[config.mk]
export PLATFORM = sky130hd
export DESIGN_NAME = bch_err_fixer
export DESIGN_NICKNAME = d
export VERILOG_FILES = /design/src/rtl/bch_fix_pkg.sv /design/src/rtl/bch_pos_unpack.sv /design/src/rtl/bch_pos_locate.sv /design/src/rtl/bch_err_fixer.sv
export SDC_FILE = /design/constraint.sdc
export NUM_CORES = 1
export LEC_CHECK = 0
export ABC_AREA = 1
export BUFFER_PORTS_ARGS = -buffer_cell sky130_fd_sc_hd__buf_2
export CAP_MARGIN = 20
export CORE_MARGIN = 2
export CORE_UTILIZATION = 28
export CTS_BUF_LIST = sky130_fd_sc_hd__clkbuf_16
export DETAILED_ROUTE_END_ITERATION = 8
export SLEW_MARGIN = 20
export SYNTH_ARGS = -nofsm -noshare
export SYNTH_HDL_FRONTEND = slang
export SYNTH_HIERARCHICAL = 1
export SYNTH_SLANG_ARGS = --single-unit
[constraint.sdc]
create_clock -name clk -period 4.1 [get_ports clk]
set_clock_uncertainty 0.15 [all_clocks]
set_input_delay 0.82 -clock clk [delete_from_list [all_inputs] [get_ports clk]]
set_output_delay 0.82 -clock clk [all_outputs]
set_load 0.02 [all_outputs]
[src/rtl/bch_fix_pkg.sv]
package bch_fix_pkg;

    // Sector geometry and report layout
    localparam int SECTOR_BYTES = 512;
    localparam int NUM_POS      = 8;
    localparam int POS_W        = 13;
    localparam int ADDR_W       = $clog2(SECTOR_BYTES);
    localparam int BIT_LIMIT    = SECTOR_BYTES * 8;
    localparam int CNT_W        = 4;
    localparam int IDX_W        = $clog2(NUM_POS);
    localparam int READY_BIT    = 15;
    localparam int CNT_LSB      = 10;
    localparam int HI_LSB       = 16;
    localparam int HI_W         = NUM_POS * POS_W - 96;
    localparam logic [POS_W-1:0] ADJ_MASK = 3;

    typedef enum logic [2:0] {
        ST_IDLE,
        ST_WAIT_RDY,
        ST_LOOKUP,
        ST_PATCH,
        ST_FINISH
    } fix_state_e;

    typedef logic [NUM_POS-1:0][POS_W-1:0] pos_vec_t;

endpackage

[src/rtl/bch_pos_unpack.sv]
module bch_pos_unpack
    import bch_fix_pkg::*;
(
    input  logic [31:0]   w1,
    input  logic [31:0]   w2,
    input  logic [31:0]   w3,
    input  logic [HI_W-1:0] hi,
    output pos_vec_t      pos_adj
);

    pos_vec_t pos_raw;

    // Field extraction; positions 2, 4 and 7 straddle word boundaries
    always_comb begin
        pos_raw[0] = w1[12:0];
        pos_raw[1] = w1[25:13];
        pos_raw[2] = {w2[6:0], w1[31:26]};
        pos_raw[3] = w2[19:7];
        pos_raw[4] = {w3[0], w2[31:20]};
        pos_raw[5] = w3[13:1];
        pos_raw[6] = w3[26:14];
        pos_raw[7] = {hi, w3[31:27]};
    end

    genvar g;
    generate
        for (g = 0; g < NUM_POS; g++) begin : g_adj
            assign pos_adj[g] = pos_raw[g] ^ ADJ_MASK;
        end
    endgenerate

endmodule

[src/rtl/bch_pos_locate.sv]
module bch_pos_locate
    import bch_fix_pkg::*;
(
    input  logic [POS_W-1:0]  pos,
    output logic              in_range,
    output logic [ADDR_W-1:0] byte_addr,
    output logic [2:0]        bit_sel
);

    assign in_range  = (pos < POS_W'(BIT_LIMIT));
    assign byte_addr = pos[ADDR_W+2:3];
    assign bit_sel   = pos[2:0];

    logic unused_pos_hi;
    assign unused_pos_hi = ^pos[POS_W-1:ADDR_W+3];

endmodule

[src/rtl/bch_err_fixer.sv]
module bch_err_fixer
    import bch_fix_pkg::*;
(
    input  logic              clk,
    input  logic              rst_n,
    input  logic              start,
    input  logic [31:0]       status_word,
    input  logic [31:0]       res_w1,
    input  logic [31:0]       res_w2,
    input  logic [31:0]       res_w3,
    output logic [ADDR_W-1:0] mem_addr,
    output logic              mem_re,
    input  logic [7:0]        mem_rdata,
    output logic              mem_we,
    output logic [7:0]        mem_wdata,
    output logic              busy,
    output logic              done,
    output logic [CNT_W-1:0]  fix_count,
    output logic              too_many
);

    fix_state_e state_q, state_d;

    logic [31:0]       w1_q, w2_q, w3_q;
    logic [HI_W-1:0]   hi_q;
    logic [CNT_W-1:0]  cnt_q;
    logic [CNT_W-1:0]  idx_q;
    logic [CNT_W-1:0]  fixed_q;
    logic              over_q;
    logic [ADDR_W-1:0] byte_q;
    logic [2:0]        bit_q;

    pos_vec_t          pos_adj;
    logic              cur_in_range;
    logic [ADDR_W-1:0] cur_byte;
    logic [2:0]        cur_bit;

    logic              ready;
    logic [CNT_W-1:0]  live_cnt;
    logic              live_over;
    logic              live_zero;
    logic              walk_end;

    assign ready     = status_word[READY_BIT];
    assign live_cnt  = status_word[CNT_LSB+CNT_W-1:CNT_LSB];
    assign live_over = (live_cnt > CNT_W'(NUM_POS));
    assign live_zero = (live_cnt == '0);
    assign walk_end  = (idx_q == cnt_q);

    logic unused_status_bits;
    assign unused_status_bits = ^{status_word[31:HI_LSB+HI_W], status_word[READY_BIT-1:CNT_LSB+CNT_W],
                                  status_word[CNT_LSB-1:0]};

    bch_pos_unpack u_unpack (
        .w1      (w1_q),
        .w2      (w2_q),
        .w3      (w3_q),
        .hi      (hi_q),
        .pos_adj (pos_adj)
    );

    bch_pos_locate u_locate (
        .pos       (pos_adj[idx_q[IDX_W-1:0]]),
        .in_range  (cur_in_range),
        .byte_addr (cur_byte),
        .bit_sel   (cur_bit)
    );

    // State register
    always_ff @(posedge clk or negedge rst_n) begin
        if (!rst_n) state_q <= ST_IDLE;
        else        state_q <= state_d;
    end

    // Next-state logic
    always_comb begin
        state_d = state_q;
        unique case (state_q)
            ST_IDLE:     if (start) state_d = ST_WAIT_RDY;
            ST_WAIT_RDY: begin
                if (ready) begin
                    if (live_zero || live_over) state_d = ST_FINISH;
                    else                        state_d = ST_LOOKUP;
                end
            end
            ST_LOOKUP: begin
                if (walk_end)          state_d = ST_FINISH;
                else if (cur_in_range) state_d = ST_PATCH;
                else                   state_d = ST_LOOKUP;
            end
            ST_PATCH:    state_d = ST_LOOKUP;
            ST_FINISH:   state_d = ST_IDLE;
            default:     state_d = ST_IDLE;
        endcase
    end

    // Datapath registers
    always_ff @(posedge clk or negedge rst_n) begin
        if (!rst_n) begin
            w1_q    <= '0;
            w2_q    <= '0;
            w3_q    <= '0;
            hi_q    <= '0;
            cnt_q   <= '0;
            idx_q   <= '0;
            fixed_q <= '0;
            over_q  <= 1'b0;
            byte_q  <= '0;
            bit_q   <= '0;
        end else begin
            unique case (state_q)
                ST_IDLE: begin
                    if (start) begin
                        fixed_q <= '0;
                        over_q  <= 1'b0;
                        idx_q   <= '0;
                    end
                end
                ST_WAIT_RDY: begin
                    if (ready) begin
                        w1_q   <= res_w1;
                        w2_q   <= res_w2;
                        w3_q   <= res_w3;
                        hi_q   <= status_word[HI_LSB+HI_W-1:HI_LSB];
                        cnt_q  <= live_cnt;
                        over_q <= live_over;
                    end
                end
                ST_LOOKUP: begin
                    if (!walk_end) begin
                        if (cur_in_range) begin
                            byte_q <= cur_byte;
                            bit_q  <= cur_bit;
                        end else begin
                            idx_q <= idx_q + 1'b1;
                        end
                    end
                end
                ST_PATCH: begin
                    fixed_q <= fixed_q + 1'b1;
                    idx_q   <= idx_q + 1'b1;
                end
                ST_FINISH: ;
                default: ;
            endcase
        end
    end

    // Outputs
    always_comb begin
        mem_re    = 1'b0;
        mem_we    = 1'b0;
        mem_addr  = cur_byte;
        mem_wdata = mem_rdata;
        unique case (state_q)
            ST_LOOKUP: begin
                mem_re = !walk_end && cur_in_range;
            end
            ST_PATCH: begin
                mem_addr  = byte_q;
                mem_we    = 1'b1;
                mem_wdata = mem_rdata ^ (8'd1 << bit_q);
            end
            default: ;
        endcase
    end

    assign busy      = (state_q != ST_IDLE);
    assign done      = (state_q == ST_FINISH);
    assign fix_count = fixed_q;
    assign too_many  = over_q;


    rd_then_wr_chk: assert property (@(posedge clk) disable iff (!rst_n)
        mem_re |=> (mem_we && mem_addr == $past(mem_addr)));


    wr_after_rd_chk: assert property (@(posedge clk) disable iff (!rst_n)
        mem_we |-> $past(mem_re));


    done_pulse_chk: assert property (@(posedge clk) disable iff (!rst_n)
        done |=> (!done && !busy));


    overflow_zero_chk: assert property (@(posedge clk) disable iff (!rst_n)
        (done && too_many) |-> (fix_count == '0));


    count_bound_chk: assert property (@(posedge clk) disable iff (!rst_n)
        fix_count <= CNT_W'(NUM_POS));


    idle_quiet_chk: assert property (@(posedge clk) disable iff (!rst_n)
        !busy |-> (!mem_re && !mem_we));

endmodule

==> out/results.tsv <==
stage	metric	value	unit
final_layout	Final Net Count	1134	
power_and_ir_drop	Worst IR Drop VDD	271	µV
place	worst slack, placed	0.927	ns
run_status	outcome	finished clean	
floorplan	die area	26800	µm²
sta	unrepaired setup endpoints after global routing	no	
place	Port Buffers	145	
floorplan	Initial Util	0.285	
final_layout	post-layout util	0.320	
logic_synthesis	Gate Count Post-Synth	964	
route	DR vias	5861	
route	final WL	19.5	mm
clock_tree	clk sinks	132	
floorplan	width of the die	164	µm
worst_hold_path	Hold Crit Class	input port to asynchronous set/reset pin	
sta	setup_tns	0	ns
global_routing	GRT Util Overall	0.150	
floorplan	die height	164	µm
clock_tree	H-tree Lvls	4	
logic_synthesis	EDFF count, synth	0	
final_layout	diode count	0	
global_routing	largest net degree at the start of global routing	106	
logic_synthesis	number of synthesis warnings	6	
floorplan	CORE AREA	25100	µm²
setup_path	Setup crit end kind	primary output	
place	placed cell count	1303	
logic_synthesis	Post-Syn Nets	1105	
sta	Worst slew margin	0.603	
setup_path	WP depth	12	
route	DR WL/cell	14.6	µm
logic_synthesis	Post-Syn Area per Cell	7.42	µm²
setup_path	cell family with most CP delay	buffers and inverters	
clock_tree	clock buffer count from CTS	17	
route	Pre-Repair DR Iteration Count	4	
sta	worst setup margin	0.518	ns
power_and_ir_drop	Power Density	738	nW/µm²
final_layout	Non-Filler Instances	1336	
final_layout	Fill cells	2792	
global_routing	grt met1 use	0.209	
setup_path	CP max stage cell	buf_4	
setup_path	Worst Reg-to-Reg Cells	13	
route	DRC	0	
run	max_cap viols	0	
global_routing	vias in the first global route	5712	
clock_tree	Clock Path Buffers	2	
route	initial drt markers	269	
logic_synthesis	register bit total from synthesis	132	
clock_tree	Clock Root Buffer	clkbuf_16	
global_routing	initial antenna violation count	2	
setup_path	type of the worst setup path	flip-flop to primary output	
logic_synthesis	Cell Area, Synth	7150	µm²
sta	Peak Freq	279	MHz
sta	Worst-Margin Slew	0.595	ns
power_and_ir_drop	Lkg Pwr	4.32	nW
clock_tree	Worst-path clk slew	0.06	ns
place	DP Wirelength	13.6	mm
clock_tree	hold-fix buffer count after cts	0	
sta	final hold vios	0	
sta	Final Cycle Share	0.874	
setup_path	CP max stage delay	0.49	ns
route	Routed Antenna Nets	0	
logic_synthesis	ys async rst share	1.00	
sta	Setup-failing EPs final	0	
floorplan	I/O Pins	165	
final_layout	Layout area overhead	12.3	%
setup_path	crit start category	flip-flop	
global_routing	busiest layer in global routing	met2	
global_routing	met2 usage	0.231	
setup_path	worst r2r src	idx_q[0]	
clock_tree	Resized Gates After CTS	0	
floorplan	Row Count	58	
place	Post-DP Area	7430	µm²
setup_path	CP Max Fanout	57	
sta	Final Max Tran Viols	0	
setup_path	crit-path most repeated cell	nand2_1	
sta	worst hold slack	0.235	ns
global_routing	first-pass GRT wire length	30.8	mm
final_layout	Design Area, Final	8030	µm²
clock_tree	CTS tree	yes	
setup_path	worst path cell trace	buf_4 > o21ai_0 > o22ai_1 > nand2_1 > nand2_1 > inv_1 > nand2_1 > inv_1 > nand2_1 > buf_4 > inv_1 > buf_2	
setup_path	Crit path required time	3.13	ns
final_layout	share of cells above drive strength 1	0.191	
global_routing	GR met3 Demand/Resource	0.0364	
setup_path	Reg2Reg Setup Slack	1.68	ns
setup_path	WP buf/inv	6	
setup_path	Critical Path AT	2.61	ns
clock_tree	setup bufs post-CTS	0	
clock_tree	clk_lat worst skew	0.42	ns
route	vias per inst	4.39	
sta	Period minus WS final	3.58	ns
global_routing	GR Overflow Total	0	
place	Final Wtd Congestion	0.802	
logic_synthesis	number of unique standard cell types used by synthesis	21	
logic_synthesis	Synth Flop Type	dfrtp_1	
power_and_ir_drop	Overall Power	5.93	mW
logic_synthesis	Seq/Total Area, Yosys	0.462	
setup_path	reg2reg end	bit_q[1]	
report_power, final:
group | total, mW | internal (mW) | switching [mW]
registers | 2.22 | 1.88 | 0.333
logic | 2.24 | 0.751 | 1.49
clock network | 1.47 | 0.887 | 0.585
total | 5.93 | 3.52 | 2.41
worst max-delay path by stage:
stage / endpoint / slack, ns / from
2_1_floorplan: mem_addr[7] / 1.32 / idx_q[0]
3_3_place_gp: mem_re / 0.91 / idx_q[0]
3_5_place_dp: mem_re / 0.93 / idx_q[0]
4_1_cts: mem_re / 0.46 / idx_q[0]
5_1_grt: mem_re / 0.23 / idx_q[0]
6_report: mem_re / 0.52 / idx_q[0]
cell usage after synthesis, types with 4 or more instances:
cell type	n	area (µm²)
a21oi_1	4	20.0
buf_2	10	50.1
buf_4	111	833
clkbuf_1	24	90.1
dfrtp_1	132	3300
inv_1	47	176
nand2_1	420	1580
nand3_1	19	95.1
nor2_1	64	240
o21ai_0	80	400
o22ai_1	26	163
xnor2_1	10	87.6
sequential cells by signal, summed over array words and instances, names as in the netlist:
name,flops
cnt_q,4
w1_q,32
state_q,3
w2_q,32
bit_q,3
w3_q,32
hi_q,8
fix_count,4
too_many,1
byte_q,9
idx_q,4
layer usage:
layer | part of all wire | vias to the layer above | routed length (µm)
met2 | 0.44 | 145 | 8670
met5 | 0.0014 | - | 27
met3 | 0.049 | 27 | 953
li1 | - | 2955 | -
met1 | 0.49 | 2730 | 9510
met4 | 0.019 | 4 | 373
cell usage in the layout, fill, tap and decap left out, drive strengths merged:
cell      synthesis  layout
nand2           422     422
buf             123     157
dfrtp           132     132
o21ai            82      82
nor2             64      64
inv              50      52
o22ai            26      26
nand3            19      19
clkbuf           24      17
xnor2            10      10
clkinv            0       9
a21oi             4       4
nand4             2       2
nand3b            2       2
ha                2       2
clkinvlp          0       2
bufinv            0       2
nor3              2       2
cells by family after synthesis:
logic type / synth area share
AOI/OAI and AO/OA: 0.0829
xor gates and xnor gates: 0.0122
adders and majority gates: 0.00350
buffers and inverters: 0.163
DFF: 0.462
and+or+nand+nor: 0.276
area by class of cell:
type | count | area (µm²) | area share
Multi-Input combinational cell | 635 | 2690 | 0.335
Tap cell | 330 | 413 | 0.0514
Clock buffer | 17 | 425 | 0.0530
Timing Repair Buffer | 157 | 867 | 0.108
Inverter | 50 | 189 | 0.0235
Clock inverter | 15 | 143 | 0.0178
Sequential cell | 132 | 3300 | 0.412
(Power assumes the default switching activity.)
